===== config.mk =====
export PLATFORM = sky130hd
export DESIGN_NAME = uart_rx_break_top
export DESIGN_NICKNAME = d
export VERILOG_FILES = /design/src/rtl/uart_rx_pkg.sv /design/src/rtl/uart_rx_sync.sv /design/src/rtl/uart_rx_engine.sv /design/src/rtl/uart_rx_tag_fifo.sv /design/src/rtl/uart_rx_break_top.sv
export SDC_FILE = /design/constraint.sdc
export NUM_CORES = 1
export LEC_CHECK = 0
export BUFFER_PORTS_ARGS = -buffer_cell sky130_fd_sc_hd__buf_2
export CORE_MARGIN = 5
export CORE_UTILIZATION = 30
export DETAILED_ROUTE_END_ITERATION = 12
export GPL_ROUTABILITY_DRIVEN = 0
export HOLD_SLACK_MARGIN = 0.08
export PLACE_DENSITY = 0.49
export REMOVE_ABC_BUFFERS = 1
export SYNTH_ARGS = -nofsm -noshare
export SYNTH_HDL_FRONTEND = slang
export SYNTH_SLANG_ARGS = --single-unit

===== constraint.sdc =====
create_clock -name clk -period 5.55 [get_ports clk]
set_clock_uncertainty 0.1 [all_clocks]
set_input_delay 0.8325 -clock clk [delete_from_list [all_inputs] [get_ports clk]]
set_output_delay 0.8325 -clock clk [all_outputs]
set_load 0.005 [all_outputs]

===== src/rtl/uart_rx_pkg.sv =====
package uart_rx_pkg;

  // Flag offsets above the data field of a stored word
  localparam int FLAG_FE = 0;
  localparam int FLAG_PE = 1;
  localparam int FLAG_BE = 2;
  localparam int FLAG_OE = 3;
  localparam int FLAG_N  = 4;

  typedef enum logic [2:0] {
    RX_IDLE,
    RX_START,
    RX_DATA,
    RX_PAR,
    RX_STOP,
    RX_LOCK
  } rx_state_e;

endpackage


===== src/rtl/uart_rx_sync.sv =====
module uart_rx_sync #(
  parameter int STAGES    = 2,
  parameter bit RESET_VAL = 1'b1
) (
  input  logic clk,
  input  logic rst_n,
  input  logic d_in,
  output logic d_out
);

  logic [STAGES-1:0] chain_q;

  always_ff @(posedge clk or negedge rst_n) begin
    if (!rst_n) chain_q <= {STAGES{RESET_VAL}};
    else        chain_q <= {chain_q[STAGES-2:0], d_in};
  end

  assign d_out = chain_q[STAGES-1];

endmodule


===== src/rtl/uart_rx_engine.sv =====
module uart_rx_engine
  import uart_rx_pkg::*;
#(
  parameter int DATA_W = 8,
  parameter int OSR    = 16
) (
  input  logic                     clk,
  input  logic                     rst_n,
  input  logic                     baud_tick,
  input  logic                     line_s,
  input  logic                     par_en,
  input  logic                     par_odd,
  output logic                     push_vld,
  output logic [DATA_W+FLAG_N-1:0] push_word
);

  localparam int CNT_W = (OSR > 1) ? $clog2(OSR) : 1;
  localparam int IDX_W = (DATA_W > 1) ? $clog2(DATA_W) : 1;
  localparam int HALF  = OSR / 2;

  rx_state_e         st_q;
  logic [CNT_W-1:0]  cnt_q;
  logic [IDX_W-1:0]  bidx_q;
  logic [DATA_W-1:0] shreg_q;
  logic              all_low_q;
  logic              par_bit_q;
  logic              line_prev_q;

  logic half_hit, full_hit, exp_par, par_bad;

  assign half_hit = baud_tick && (cnt_q == CNT_W'(HALF - 1));
  assign full_hit = baud_tick && (cnt_q == CNT_W'(OSR - 1));
  assign exp_par  = (^shreg_q) ^ par_odd;
  assign par_bad  = par_en && (par_bit_q != exp_par);

  always_ff @(posedge clk or negedge rst_n) begin
    if (!rst_n) begin
      st_q        <= RX_IDLE;
      cnt_q       <= '0;
      bidx_q      <= '0;
      shreg_q     <= '0;
      all_low_q   <= 1'b0;
      par_bit_q   <= 1'b0;
      line_prev_q <= 1'b1;
      push_vld    <= 1'b0;
      push_word   <= '0;
    end else begin
      push_vld    <= 1'b0;
      line_prev_q <= line_s;
      case (st_q)
        RX_IDLE: begin
          if (line_prev_q && !line_s) begin
            st_q      <= RX_START;
            cnt_q     <= '0;
            bidx_q    <= '0;
            all_low_q <= 1'b1;
          end
        end
        RX_START: begin
          if (half_hit) begin
            cnt_q <= '0;
            st_q  <= line_s ? RX_IDLE : RX_DATA;
          end else if (baud_tick) begin
            cnt_q <= cnt_q + 1'b1;
          end
        end
        RX_DATA: begin
          if (full_hit) begin
            cnt_q     <= '0;
            shreg_q   <= {line_s, shreg_q[DATA_W-1:1]};
            all_low_q <= all_low_q & ~line_s;
            if (bidx_q == IDX_W'(DATA_W - 1)) st_q <= par_en ? RX_PAR : RX_STOP;
            else                              bidx_q <= bidx_q + 1'b1;
          end else if (baud_tick) begin
            cnt_q <= cnt_q + 1'b1;
          end
        end
        RX_PAR: begin
          if (full_hit) begin
            cnt_q     <= '0;
            par_bit_q <= line_s;
            all_low_q <= all_low_q & ~line_s;
            st_q      <= RX_STOP;
          end else if (baud_tick) begin
            cnt_q <= cnt_q + 1'b1;
          end
        end
        RX_STOP: begin
          if (full_hit) begin
            cnt_q     <= '0;
            push_vld  <= 1'b1;
            push_word <= '0;
            if (all_low_q && !line_s) begin
              push_word[DATA_W+FLAG_BE] <= 1'b1;
              st_q                      <= RX_LOCK;
            end else begin
              push_word[DATA_W-1:0]     <= shreg_q;
              push_word[DATA_W+FLAG_FE] <= ~line_s;
              push_word[DATA_W+FLAG_PE] <= par_bad;
              st_q                      <= RX_IDLE;
            end
          end else if (baud_tick) begin
            cnt_q <= cnt_q + 1'b1;
          end
        end
        RX_LOCK: begin
          if (line_s) st_q <= RX_IDLE;
        end
        default: st_q <= RX_IDLE;
      endcase
    end
  end

endmodule


===== src/rtl/uart_rx_tag_fifo.sv =====
module uart_rx_tag_fifo #(
  parameter int W       = 12,
  parameter int DEPTH   = 16,
  parameter int OVR_BIT = 11
) (
  input  logic         clk,
  input  logic         rst_n,
  input  logic         push_vld,
  input  logic [W-1:0] push_word,
  input  logic         pop_req,
  output logic         rd_valid,
  output logic [W-1:0] rd_data,
  output logic         full,
  output logic         empty
);

  localparam int PTR_W = (DEPTH > 1) ? $clog2(DEPTH) : 1;
  localparam int CNT_W = $clog2(DEPTH + 1);

  logic [W-1:0]     mem [DEPTH];
  logic [PTR_W-1:0] wp_q, rp_q, newest;
  logic [CNT_W-1:0] cnt_q;
  logic [W-1:0]     last_q;
  logic             do_pop, do_push, do_ovr;

  function automatic logic [PTR_W-1:0] ptr_next(input logic [PTR_W-1:0] p);
    return (p == PTR_W'(DEPTH - 1)) ? '0 : p + 1'b1;
  endfunction

  assign full    = (cnt_q == CNT_W'(DEPTH));
  assign empty   = (cnt_q == '0);
  assign do_pop  = pop_req && !empty;
  assign do_push = push_vld && (!full || do_pop);
  assign do_ovr  = push_vld && full && !do_pop;
  assign newest  = (wp_q == '0) ? PTR_W'(DEPTH - 1) : wp_q - 1'b1;

  always_ff @(posedge clk) begin
    if (do_push)     mem[wp_q]            <= push_word;
    else if (do_ovr) mem[newest][OVR_BIT] <= 1'b1;
  end

  always_ff @(posedge clk or negedge rst_n) begin
    if (!rst_n) begin
      wp_q   <= '0;
      rp_q   <= '0;
      cnt_q  <= '0;
      last_q <= '0;
    end else begin
      if (do_push) wp_q <= ptr_next(wp_q);
      if (do_pop) begin
        rp_q   <= ptr_next(rp_q);
        last_q <= mem[rp_q];
      end
      case ({do_push, do_pop})
        2'b10:   cnt_q <= cnt_q + 1'b1;
        2'b01:   cnt_q <= cnt_q - 1'b1;
        default: cnt_q <= cnt_q;
      endcase
    end
  end

  assign rd_valid = !empty;
  assign rd_data  = empty ? last_q : mem[rp_q];

endmodule


===== src/rtl/uart_rx_break_top.sv =====
module uart_rx_break_top
  import uart_rx_pkg::*;
#(
  parameter int DATA_W     = 8,
  parameter int OSR        = 16,
  parameter int FIFO_DEPTH = 16
) (
  input  logic              clk,
  input  logic              rst_n,
  input  logic              baud_tick,
  input  logic              rx_line,
  input  logic              par_en,
  input  logic              par_odd,
  input  logic              rd_ready,
  output logic              rd_valid,
  output logic [DATA_W+3:0] rd_data,
  output logic              fifo_empty,
  output logic              rx_irq
);

  localparam int WORD_W = DATA_W + FLAG_N;

  logic              line_s;
  logic              push_vld;
  logic [WORD_W-1:0] push_word;
  logic              fifo_full;

  uart_rx_sync #(
    .STAGES   (2),
    .RESET_VAL(1'b1)
  ) sync_i (
    .clk  (clk),
    .rst_n(rst_n),
    .d_in (rx_line),
    .d_out(line_s)
  );

  uart_rx_engine #(
    .DATA_W(DATA_W),
    .OSR   (OSR)
  ) engine_i (
    .clk      (clk),
    .rst_n    (rst_n),
    .baud_tick(baud_tick),
    .line_s   (line_s),
    .par_en   (par_en),
    .par_odd  (par_odd),
    .push_vld (push_vld),
    .push_word(push_word)
  );

  uart_rx_tag_fifo #(
    .W      (WORD_W),
    .DEPTH  (FIFO_DEPTH),
    .OVR_BIT(DATA_W + FLAG_OE)
  ) fifo_i (
    .clk      (clk),
    .rst_n    (rst_n),
    .push_vld (push_vld),
    .push_word(push_word),
    .pop_req  (rd_ready),
    .rd_valid (rd_valid),
    .rd_data  (rd_data),
    .full     (fifo_full),
    .empty    (fifo_empty)
  );

  assign rx_irq = rd_valid & (|rd_data[DATA_W+FLAG_BE:DATA_W+FLAG_FE]);

endmodule


### After elaboration in Yosys (flattened, before gate mapping)

Memories as Yosys holds them, arrays and structs flattened.
Cells that the tools add are included.

* output and inout port bits: 15
* memories: 1
* flip-flop bits (word level): 60
* RAM bits: 192
* input port bits: 7
* word-level logic and storage cells: 122

Memories
* fifo_i.mem: words 16, width 12, read ports 1, clocked after Yosys merged registers in 0, wr ports 1, RTL line uart_rx_tag_fifo.sv:20 `logic [W-1:0] mem [DEPTH];`

* eq/ne operators: 23
* reductions and logical operators: 33
* $add $sub $neg: 7
* multiplexer cells: 40
* bitwise logic cells: 4

Operators with widths (count)
* 2-to-1 mux 3 bit: 12
* 2-to-1 mux 4 bit: 8
* 2-to-1 mux 12 bit: 2
* one-hot mux 3 bit (6 select lines): 1
* != test 2 x 1 -> 1 bit (second input constant): 7
* adder 4 x 1 -> 4 bit (second input constant): 3
* equality test 4 bit (second input constant): 3
* one-hot mux 4 bit (3 select lines): 1
* OR reduction 12 bit: 1
* 2-to-1 mux 1 bit: 10
* 2-to-1 mux 10 bit: 1
* one-hot mux 5 bit (2 select lines): 1
* equality test 3 bit (second input constant): 3
* logical AND 1 bit: 9
* AND reduction 2 bit: 4
* XOR reduction 8 bit: 1
* AND reduction 7 bit: 1
* equality test 3 x 2 -> 1 bit (second input constant): 2
* one-hot mux 3 bit (2 select lines): 1
* nonzero test 2 bit: 3
* OR reduction 3 bit: 2
* adder 5 x 1 -> 5 bit (second input constant): 1
* equality test 5 bit (second input constant): 1
* zero test 5 bit: 1
* other kinds (22): 28

### Longest topological paths before layout

Gate-level depths: netlist of run 1.

* depth in word-level cells: 10
* gate-level depth with buffers: 12
* depth with buffers taken out: 12

### By module

From an unflattened synthesis of run 1, not the netlist that was laid out.

* cell total of the unflattened synthesis: 675
* area, all modules: 10785.3 µm²

Modules (own cells, without submodules)
* uart_rx_tag_fifo: instances 1, cells an instance 525, area an instance 9127.5 µm², sequential area each 6391.1 µm²
* uart_rx_engine: instances 1, cells an instance 147, area an instance 1596.5 µm², sequential area each 827.0 µm²
* uart_rx_sync: instances 1, cells an instance 2, area an instance 52.6 µm², sequential area each 52.6 µm²
* uart_rx_break_top: instances 1, cells an instance 1, area an instance 8.8 µm², sequential area each 0.0 µm²

### Least setup slack after synthesis of run 1

No wires, ideal clock.

* path type: input-to-reg
* start point: in rd_ready
* end point: reg fifo_i.cnt_q[4]
* library setup time: 79 ps
* stages: 11
* path slack: 2423 ps
* arrival: 2948 ps
* path buffers: 0
* required time: 5371 ps
* cells stage by stage: nor2b_1 -> nand2_2 -> nand2_1 -> ha_1 -> inv_1 -> fa_1 -> nor2b_1 -> o21ai_0 -> and3_1 -> nor3_1 -> xor2_1

* longest elaborated chain between the ends: 5
* elaborated cells on any way between the ends: 7
* classes of those cells: eq/ne (2); mux (1); reduce/logical (4)

RTL lines
* start: declaration: RTL line uart_rx_break_top.sv:14 `input logic rd_ready,`
* logical AND 1 bit (*): RTL line uart_rx_tag_fifo.sv:32 `assign do_pop = pop_req && !empty;`
* logical OR 1 bit: RTL line uart_rx_tag_fifo.sv:33 `assign do_push = push_vld && (!full || do_pop);`
* logical AND 1 bit: RTL line uart_rx_tag_fifo.sv:33
* equality test 2 x 1 -> 1 bit or equality test 2 bit (tied branches): RTL line uart_rx_tag_fifo.sv:54 `case ({do_push, do_pop})`
* one-hot mux 5 bit (2 select lines) or nonzero test 2 bit (tied branches)
* end signal: assignment: RTL line uart_rx_tag_fifo.sv:55 `2'b10: cnt_q <= cnt_q + 1'b1;`
* end signal: assignment: RTL line uart_rx_tag_fifo.sv:56 `2'b01: cnt_q <= cnt_q - 1'b1;`
* end signal: assignment: RTL line uart_rx_tag_fifo.sv:57 `default: cnt_q <= cnt_q;`
* end: declaration: RTL line uart_rx_tag_fifo.sv:22 `logic [CNT_W-1:0] cnt_q;`

Mark *: on every way between the ends. The rest lies on a longest branch, timed or not.
A chain may end at the register's enable or synchronous reset.

### Worst setup path in the final report of run 1

* start point: reg fifo_i.rp_q[0]
* end point: out rd_data[8]

* longest elaborated chain between the ends: 2

RTL lines
* start: declaration: RTL line uart_rx_tag_fifo.sv:21 `logic [PTR_W-1:0] wp_q, rp_q, newest;`
* start signal: assignment: RTL line uart_rx_tag_fifo.sv:51 `rp_q <= ptr_next(rp_q);`
* memory read (16 x 12 bit)
* 2-to-1 mux 12 bit: RTL line uart_rx_tag_fifo.sv:63 `assign rd_data = empty ? last_q : mem[rp_q];`
* end: declaration: RTL line uart_rx_break_top.sv:16 `output logic [DATA_W+3:0] rd_data,`

Every way passes these cells.

==> results of run 1 <==
==> sequential cells by signal, summed over array words and instances (netlist names) <==
signal	count
fifo_i.cnt_q	5
engine_i.push_vld	1
fifo_i.mem	192
engine_i.bidx_q	3
engine_i.st_q	3
sync_i.chain_q	2
engine_i.shreg_q	8
engine_i.push_word	11
engine_i.par_bit_q	1
engine_i.all_low_q	1
fifo_i.rp_q	4
fifo_i.wp_q	4
fifo_i.last_q	12
engine_i.line_prev_q	1
engine_i.cnt_q	4
==> area by class of cell <==
class	instances	area, um2
clock inverters	16	226.5
inverters	10	37.54
well taps	461	576.8
multi-input cells	399	3410
fillers	3408	23220
repair buffers	29	177.7
flip-flops and latches	252	7273
clock buffers	34	732.0
==> cells by family (layout without fill, tap and decap cells) <==
| logic type | count (synthesis) | after routing |
|---|---|---|
| AOI/OAI and AO/OA | 99 | 99 |
| buffers and inverters | 45 | 89 |
| and+or+nand+nor | 191 | 191 |
| DFF | 252 | 252 |
| adders and majority gates | 12 | 12 |
| muxes | 83 | 83 |
| xor gates and xnor gates | 14 | 14 |
==> path summary, 6_finish.rpt <==
kind | startpoint | endpoint | slack, ns | depth (start not counted)
worst max-delay path | fifo_i.rp_q[0] | rd_data[8] | 1.54 | 5
worst max register to register | fifo_i.cnt_q[0] | fifo_i.cnt_q[4] | 2.05 | 11
min in group clk | sync_i.chain_q[0] | sync_i.chain_q[1] | 0.26 | 0
max in group asynchronous | rst_n | fifo_i.rp_q[1] | 4.11 | 2
worst min-delay path | rst_n | fifo_i.last_q[1] | 0.12 | 1
worst min register to register | sync_i.chain_q[0] | sync_i.chain_q[1] | 0.26 | 0
==> Yosys cell counts, types with 9 or more instances <==
library cell and n:
a21oi_1 12, inv_1 10, nor2b_1 9, nor2_1 50, mux4_1 24, mux2i_1 13
nor3_1 12, ha_1 11, dfrtp_1 57, mux4_2 24, o21ai_0 49, a21oi_2 9
and2_1 12, clkbuf_1 18, edfxtp_1 192, nand2_1 72, mux2_2 22, nand3_1 10
==> per-stage QoR <==
step | util [%] | instances
2_1_floorplan | - | 661
3_3_place_gp | 32.18 | 1151
3_5_place_dp | 32.18 | 1151
4_1_cts | 34.87 | 1201
5_1_grt | 34.87 | 1201
6_report | 34.87 | 1201
==> per-layer routing <==
layer	part of all wire [%]	track usage, %	vias to the layer above	routed length [um]
li1	-	-	2722	-
met1	46	16.28	3044	10960
met2	48	19.33	85	11450
met3	3.9	1.714	29	911
met4	1.4	2.458	0	328
met5	0	0	-	0
==> power by group <==
part           switching, W  internal, W
clock              0.000740      0.00117
combinational      0.000631     0.000617
sequential         0.000199      0.00212
total               0.00157      0.00391
==> summary.txt, run 1 <==
Clock tree
  • Worst-path clk slew: 0.06 ns
  • Num CTS Buffers: 27
  • Clock root cell: clkbuf_16
  • TritonCTS clock tree: done
  • Htree depth: 1
  • CTS Buffer Depth: 3
  • Clk_lat worst skew: 0.54 ns
  • CTS sink cnt: 252
  • Hold Buf Count CTS: 0
  • Cts repair resizes: 0
  • Setup bufs post-CTS: 0

Timing
  • Achievable Freq: ~250 MHz
  • Final Max Slew Viols: 0
  • Slew HR: 29.01%
  • RSZ-0062 raised after global routing: false
  • Fin crit share: 72.29%
  • Final setup violation count: 0
  • Crit path time final: 4.012 ns
  • Hold_ws: 0.1195 ns
  • Setup ws final: 1.538 ns
  • Worst-margin pin slew: 1.064 ns
  • Final hold violation count: 0
  • Total negative slack: 0 ns

Yosys
  • Mapped Cells: 696
  • Synthesized cell area: around 11000 um2
  • Synth Area in Simple Gates: 8.399%
  • Top cells by area, synth: edfxtp_1, dfrtp_1, mux4_1, mux4_2, nand2_1
  • Yosys top cell by area: edfxtp_1
  • Largest family of logic cells by synthesized area: multiplexers
  • Synth top area share: between 50% and 60%
  • Mux cell area share after synthesis: 14.26%
  • XOR/XNOR share of the synthesized area: around 1.3%
  • Synth Area in Adders: 1.452%
  • Syn. warnings: 0
  • Post-synth ARST share: around a quarter
  • Avg Inst Size Synth: ~16 um2
  • Synth unique cells: 61
  • Seq/Total Area, Yosys: 66.95%
  • Post-synth top flop: edfxtp_1
  • Compound-gate portion of the synthesized area: 5.680%
  • Yosys reg bits: 252
  • Post-synth EDFFs: approximately 190

Place
  • Pre-CTS setup slack: 1.915 ns
  • PortBufs: 21
  • DP Wirelength: about 14000 um
  • DP Area: 11470 um2

Floorplan
  • Die height: 200.3 um
  • # IOs: 22
  • Initial Util: 30.46%
  • Cell Rows: 69
  • Die X: 200.3 um
  • DIE AREA: about 40000 um2
  • Core footprint: 35660 um2

Setup path
  • Slowest-stage cell, CP: dfrtp_2
  • CP top delay family: multiplexers
  • CP arrival: 3.08 ns
  • Worst Path Required: 4.62 ns
  • CP Buf/Inv Count: 1
  • CP Capture Type: primary output
  • Critical path's most frequent cell: o21ai_0
  • Worst Path Max Fanout: 21
  • Worst-path cell chain: mux4_1, mux2_2, o21ai_0, o21ai_0, buf_2
  • Critical Path Start Type: flop
  • Critical path class: reg2out
  • Critical path's largest stage delay: 0.85 ns

Detailed routing
  • 1st-iter DRT viols: 260
  • Per-cell routed wire length: 19.69 um
  • Total wire length: 23650 um
  • Drt pass-1 iters: 4
  • Routed Antenna Nets: 0
  • Vias per cell: 4.896
  • DR DRC count: 0
  • Vias: 5880

Cells and area
  • Nets: 738
  • Most common cell after layout, fill and taps aside: edfxtp_1
  • Syn-to-layout area delta: 14.48%
  • Ant. Diodes: 0
  • Layout cell share with drive strength beyond 1: between 20% and 30%
  • Post-Layout Inst Area: 12430 um2
  • Most frequent cells in the layout: edfxtp_1, nand2_1, dfrtp_1

Global route
  • Initial antenna violation count: 0
  • Total Routing Usage GR: 11.60%
  • GR Overflow Total: 0
  • First-pass GRT wire length: 36260 um
  • Vias in the first global route: 5864
  • Largest net degree at the start of global routing: 53

Power
  • Total power: 0.005482 W
  • PwrDens: 440.9 nW/um2
  • Leakage: 4.283 nW
  • VDD IR-drop max: ~220 uV

Outcome
  • Outcome: completed

Worst hold path
  • Min-Delay Path Class: in2async

Run
  • MaxCap Viol Count: 0
Power figures use the tool's default switching activity.
==> run 2: changes to the inputs <==
ABC_AREA = 1   (was not set)
PLACE_DENSITY = 0.51   (was 0.49)
clock period = 3.48 ns   (was 5.55 ns; I/O delays follow)
==> summary.txt, run 2 <==
Timing
  • Total negative slack: 0 ns (unchanged)
  • Achievable Freq: 317.7 MHz
  • Slew HR: 26.15% (-2.9 points)
  • RSZ-0062 raised after global routing: false
  • Final setup violation count: 0 (unchanged)
  • Crit path time final: ~3.1 ns
  • Final Max Slew Viols: 0 (unchanged)
  • Hold_ws: 0.2486 ns (+0.1292 ns)
  • Worst-margin pin slew: 1.104 ns (+0.04004 ns)
  • Final hold violation count: 0 (unchanged)
  • Fin crit share: 90.45%

Clock tree
  • Htree depth: 1 (unchanged)
  • CTS sink cnt: 252 (unchanged)
  • Clk_lat worst skew: 0.53 ns (about the same)
  • CTS Buffer Depth: 3 (unchanged)
  • Hold Buf Count CTS: 2 (+2)
  • TritonCTS clock tree: done
  • Setup bufs post-CTS: 0 (unchanged)
  • Cts repair resizes: 0 (unchanged)
  • Clock root cell: clkbuf_16
  • Worst-path clk slew: 0.06 ns (about the same)
  • Num CTS Buffers: 28 (+3.7%)

Yosys
  • Synthesized cell area: 11040 um2 (+1.7%)
  • Avg Inst Size Synth: 10.61 um2 (-32%)
  • Yosys reg bits: 252 (unchanged)
  • Commonest cells post-synth: edfxtp_1, nand2_1, nor2_1
  • Syn. warnings: 0 (unchanged)
  • Seq/Total Area, Yosys: 65.85% (-1.1 points)
  • Mapped Cells: 1041 (+50%)
  • Post-synth top flop: edfxtp_1
  • Post-synth ARST share: 23.81% (unchanged)
  • Post-synth EDFFs: 192 (unchanged)
  • Yosys top cell by area: edfxtp_1
  • Count leader, synth: edfxtp_1
  • Synth top area share: 52.22% (-0.87 points)
  • Top cells by area, synth: edfxtp_1, dfrtp_1, nand2_1, o21ai_0, nor2_1
  • Synth unique cells: 37 (-39%)

Power
  • Sequential share of power: 38.6% (-3.7 points)
  • Internal power: 0.005892 W (+51%)
  • PwrDens: 701.9 nW/um2 (+59%)
  • Sw frac: 34.26% (+5.6 points)
  • Total net switching power: 0.003071 W (+96%)
  • Leakage: 5.342 nW (+25%)
  • Fraction of power consumed by the clock network: 30.0% (-4.9 points)
  • VDD IR-drop max: 551.0 uV (+150%)
  • Comb pwr share: 31.4% (+8.6 points)

Setup path
  • R2r worst-path depth: 14 (+3)
  • R2r setup slk: 1.01 ns (-1.04 ns)
  • CP arrival: 2.53 ns (-0.55 ns)
  • Crit Reg-Reg Startpoint: fifo_i.cnt_q[1]
  • CP Capture Type: primary output
  • Worst Path Max Fanout: 69 (+230%)
  • Worst Path Required: 2.86 ns (-1.76 ns)
  • R2R Path End: fifo_i.cnt_q[4]
  • Critical path class: reg2out
  • Critical Path Start Type: flop

Worst hold path
  • HP Start: par_en
  • Min-Delay Path Class: in2reg
  • Worst hold path depth: 5
  • Hold worst-path end: engine_i.st_q[1]

Detailed routing
  • Routed met2 length: 11890 um (+3.8%)
  • DR DRC count: 0 (unchanged)
  • Wire length on met3: 1170 um (+28%)
  • 1st-iter DRT viols: 438 (+68%)
  • Vias: 7314 (+24%)
  • Vias per cell: 4.644 (-5.1%)
  • Total wire length: 24740 um (+4.6%)
  • Top sig layer: met4
  • Per-cell routed wire length: 15.71 um (-20%)
  • Routed Antenna Nets: 0 (unchanged)
  • Drt pass-1 iters: 4 (unchanged)
  • Wl on met1: 11260 um (+2.7%)

Global route
  • Vias in the first global route: 7517 (+28%)
  • First-pass GRT wire length: 40420 um (+11%)
  • Largest net degree at the start of global routing: 102 (+92%)
  • Initial antenna violation count: 0 (unchanged)
  • GR Overflow Total: 0 (unchanged)
  • Total Routing Usage GR: 12.18% (+0.58 points)

Cells and area
  • Most frequent cells in the layout: edfxtp_1, nand2_1, nor2_1
  • Max reg flops: 192 (unchanged)
  • Biggest register: fifo_i.mem
  • Most common cell after layout, fill and taps aside: edfxtp_1
  • Registers with the most flip-flops: fifo_i.mem: 192 flops, fifo_i.last_q: 12 flops, engine_i.push_word: 11 flops
  • Ant. Diodes: 0 (unchanged)
  • Syn-to-layout area delta: 15.65%
  • Final-layout fill cell count: 3656 (+7.3%)
  • Layout cell share with drive strength beyond 1: 12.65% (-8.8 points)
  • Nets: 1105 (+50%)

Floorplan
  • Initial Util: 30.31% (-0.15 points)
  • Die height: 201.9 um (+0.79%)
  • # IOs: 22 (unchanged)
  • Core footprint: 36430 um2 (+2.2%)
  • Die X: 201.9 um (+0.79%)
  • DIE AREA: 40740 um2 (+1.6%)
  • Cell Rows: 70 (+1.4%)

Outcome
  • Outcome: completed

Run
  • MaxCap Viol Count: 0 (unchanged)

Place
  • DP Wirelength: 15150 um (+7.9%)
  • PortBufs: 21 (unchanged)
-- run 2: per-stage QoR --
step | setup WS, ns | std cells | total power, W | area (um2) | util (%)
floorplan | -0.5796 | 994 | 0.005360 | 10820 | -
CTS | 0.2116 | 1575 | 0.009116 | 12770 | 35.05
global route | 0.01727 | 1575 | 0.009632 | 12770 | 35.05
global placement | 0.8238 | 1522 | 0.006373 | 11920 | 32.71
detailed placement | 0.7917 | 1522 | 0.006402 | 11920 | 32.71
finish | 0.3322 | 1575 | 0.008963 | 12770 | 35.05
-- run 2: logic make-up after synthesis --
group / count (synthesis) / synth area share, %
xor+xnor: 14 / 1.111
fa+ha+maj: 12 / 1.428
buf+inv: 157 / 5.722
flops: 252 / 65.85
compound gates: 188 / 9.915
simple gates: 418 / 15.98
-- run 2: power groups by stage --
stage               logic (W)  clock network, W  registers (W)
global placement      0.00286                 0        0.00351
finish                0.00282           0.00269        0.00346
CTS                   0.00289           0.00276        0.00346
global route          0.00326           0.00289        0.00348
floorplan             0.00170                 0        0.00366
detailed placement    0.00288                 0        0.00352
-- run 2: cell type report --
type,count,area (um2),area share [%]
multi-input cells,632,3194,25.01
inverters,110,412.9,3.233
clock buffers,32,715.7,5.605
well taps,468,585.6,4.586
clock inverters,19,117.6,0.9210
flip-flops and latches,252,7273,56.96
repair buffers,62,470.5,3.684
-- run 2: worst max-delay path by stage --
stage	end	cells after the start	startpoint	slack (ns)
after global routing	rx_irq	11	fifo_i.rp_q[3]	0.02
after CTS	rx_irq	11	fifo_i.rp_q[3]	0.21
after floorplan	rx_irq	9	fifo_i.rp_q[0]	-0.58
final	rd_data[3]	8	fifo_i.rp_q[1]	0.33
after detailed placement	rd_data[7]	8	fifo_i.rp_q[1]	0.79
after global placement	rd_data[7]	8	fifo_i.rp_q[1]	0.82
-- run 2: critical path: stages (launching register included) --
cell      delay (ns)
dfrtp_2         0.35
buf_4           0.62
o21ai_0         0.20
o211ai_1        0.21
nand3_1         0.13
nand3_1         0.16
nand2_1         0.06
o21ai_0         0.10
buf_2           0.15
-- run 2: per-layer routing --
| metal | vias up | track usage (%) |
|---|---|---|
| li1 | 3636 | - |
| met1 | 3550 | 16.40 |
| met2 | 99 | 20.89 |
| met3 | 29 | 1.797 |
| met4 | 0 | 2.832 |
| met5 | - | 0 |
==> run 3: changes to the inputs <==
clock period = 2.8 ns   (was 3.48 ns; I/O delays follow)
==> summary.txt, run 3 (synthesis gave the netlist of run 2 again) <==
Cells and area
  • Registers with the most flip-flops: fifo_i.mem: 192 flops, fifo_i.last_q: 12 flops, engine_i.push_word: 11 flops
  • Biggest register: fifo_i.mem
  • Final-layout fill cell count: 3591 (-1.8%)
  • Layout cell share with drive strength beyond 1: 15.48% (+2.8 points)
  • Most frequent cells in the layout: edfxtp_1, nand2_1, nor2_1
  • Nets: 1121 (+1.4%)
  • Post-Layout Inst Area: 13190 um2 (+3.3%)
  • Most common cell after layout, fill and taps aside: edfxtp_1
  • Syn-to-layout area delta: 19.47%
  • Ant. Diodes: 0 (unchanged)
  • Max reg flops: 192 (unchanged)

Setup path
  • Crit Reg-Reg Startpoint: fifo_i.cnt_q[3]
  • Critical Path Start Type: flop
  • Worst Path Max Fanout: 38 (-45%)
  • Worst Path Required: 2.28 ns (-0.58 ns)
  • R2R Path End: fifo_i.cnt_q[4]
  • CP arrival: 2.29 ns (-0.24 ns)
  • R2r setup slk: 0.30 ns (-0.71 ns)
  • R2r worst-path depth: 14 (unchanged)
  • Critical path class: reg2out
  • CP Capture Type: primary output

Timing
  • RSZ-0062 raised after global routing: true
  • Final hold violation count: 0 (unchanged)
  • Worst-margin pin slew: 0.6061 ns (-0.4976 ns)
  • Final Max Slew Viols: 0 (unchanged)
  • Achievable Freq: 356.4 MHz
  • Fin crit share: 100.2%
  • Slew HR: 59.59% (+33 points)
  • Crit path time final: between 2 and 3 ns
  • Final setup violation count: 2 (+2)
  • Setup ws final: -0.006060 ns (-0.3383 ns)

Power
  • PwrDens: 910.3 nW/um2 (+30%)
  • VDD IR-drop max: 529.5 uV (-3.9%)
  • Leakage: 5.551 nW (+3.9%)

Worst hold path
  • HP Start: par_en
  • Min-Delay Path Class: in2reg
  • Worst hold path depth: 5 (unchanged)
  • Hold worst-path end: engine_i.st_q[1]

Global route
  • Vias in the first global route: 7395 (-1.6%)
  • GR Overflow Total: 0 (unchanged)
  • Largest net degree at the start of global routing: 61 (-40%)
  • Total Routing Usage GR: 12.30% (+0.12 points)
  • Grt met3 use: 1.861% (+0.064 points)
  • First-pass GRT wire length: 40850 um (+1.1%)
  • Met1 usage: 16.70% (+0.30 points)
  • Initial antenna violation count: 0 (unchanged)
  • Global-route layer with the greatest usage: met2
  • Met2 Resource Use GR: 21.03% (+0.14 points)

Floorplan
  • Cell Rows: 70 (unchanged)
  • Die X: 201.9 um (unchanged)
  • Core footprint: 36430 um2 (unchanged)
  • Die height: 201.9 um (unchanged)
  • Initial Util: 30.31% (unchanged)
  • DIE AREA: 40740 um2 (unchanged)
  • # IOs: 22 (unchanged)

Detailed routing
  • Drt pass-1 iters: 4 (unchanged)
  • Vias per cell: 4.649 (+0.11%)
  • 1st-iter DRT viols: 440 (+0.46%)
  • Vias: 7401 (+1.2%)
  • Per-cell routed wire length: 16.14 um (+2.8%)
  • DR DRC count: 0 (unchanged)
  • Routed Antenna Nets: 0 (unchanged)
  • Total wire length: 25700 um (+3.9%)

Clock tree
  • CTS sink cnt: 252 (unchanged)
  • Htree depth: 1 (unchanged)
  • Clk_lat worst skew: 0.57 ns (+0.04 ns)
  • Clock root cell: clkbuf_16
  • TritonCTS clock tree: done
  • Worst-path clk slew: 0.06 ns (about the same)
  • Num CTS Buffers: 28 (unchanged)
  • CTS Buffer Depth: 3 (unchanged)

Outcome
  • Failing checks: setup timing
  • Outcome: finished, violations left

Run
  • MaxCap Viol Count: 0 (unchanged)

Place
  • DP Wirelength: 15610 um (+3.0%)
  • PortBufs: 21 (unchanged)
  • Pre-CTS setup slack: 0.2846 ns (-0.5071 ns)
  • DP Area: 11970 um2 (+0.44%)
run 3: cell count changes in the layout (fill, tap and decap cells not counted), moves of 3 or more:
cell | previous run | this run
o21ai_0 | 120 | 116
clkbuf_1 | 4 | 7
clkbuf_8 | 0 | 4
buf_12 | 4 | 7
clkinv_1 | 13 | 5
o21ai_1 | 0 | 4
buf_4 | 36 | 42
nand3_2 | 0 | 6
inv_1 | 105 | 102
nand3_1 | 58 | 52
clkbuf_16 | 28 | 32
run 3: layer usage:
layer  vias to the layer above  part of all wire [%]
li1                       3669                     -
met1                      3606                    47
met2                        97                    48
met3                        29                   3.6
met4                         0                   1.6
met5                         -                     0
run 3: how the worst max path moves through the flow:
stage               cells after the start         endpoint            start
detailed placement                     14  fifo_i.cnt_q[4]  fifo_i.cnt_q[3]
CTS                                     9       rd_data[7]   fifo_i.rp_q[0]
global placement                       14  fifo_i.cnt_q[4]  fifo_i.cnt_q[3]
global route                           15           rx_irq   fifo_i.rp_q[0]
finish                                 10       rd_data[7]   fifo_i.rp_q[0]
floorplan                               9           rx_irq   fifo_i.rp_q[0]
run 3: metrics by stage:
step           hold slack [ns]  power [W]   TNS (ns)  util (%)  std cells
3_3_place_gp            0.2467   0.007948          0     32.85       1529
5_1_grt                 0.1717    0.01282    -0.9491     36.21       1592
3_5_place_dp            0.2484   0.007972          0     32.85       1529
4_1_cts                 0.1383    0.01183   -0.09447     35.66       1585
2_1_floorplan          0.02441   0.006662     -22.97         -        994
6_report                0.1489    0.01201  -0.008656     36.21       1592
run 3: power by group:
part | switching (W) | internal, W | leakage (nW)
sequential | 0.000167 | 0.00418 | 2.93
combinational | 0.00239 | 0.00157 | 2.16
clock | 0.00148 | 0.00223 | 0.456
run 3: area by class of cell:
type	instances	area (um2)	area share (%)
repair buffers	78	729.5	5.530
flip-flops and latches	252	7274	55.15
clock buffers	39	782.0	5.928
well taps	468	585.6	4.439
clock inverters	13	161.4	1.224
inverters	110	424.2	3.215
multi-input cells	632	3234	24.52
run 3: repair_timing:
action,in CTS,in global routing
resized for setup,7,23
hold endpoints to repair,39,0
endpoints found under the setup margin,10,13
buffers inserted,1,2
cloned,1,5
pin swaps,0,3
hold buffers,2,0
run 3: worst max-delay path, cell delays in order, from the launching register on:
cell and delay (ns):
dfrtp_2 0.44, buf_12 0.14, inv_8 0.10, buf_12 0.20, nor2_1 0.06, o211ai_1 0.22
nand3_1 0.16, nand3_1 0.13, nand2_1 0.06, o21ai_0 0.06, buf_2 0.13
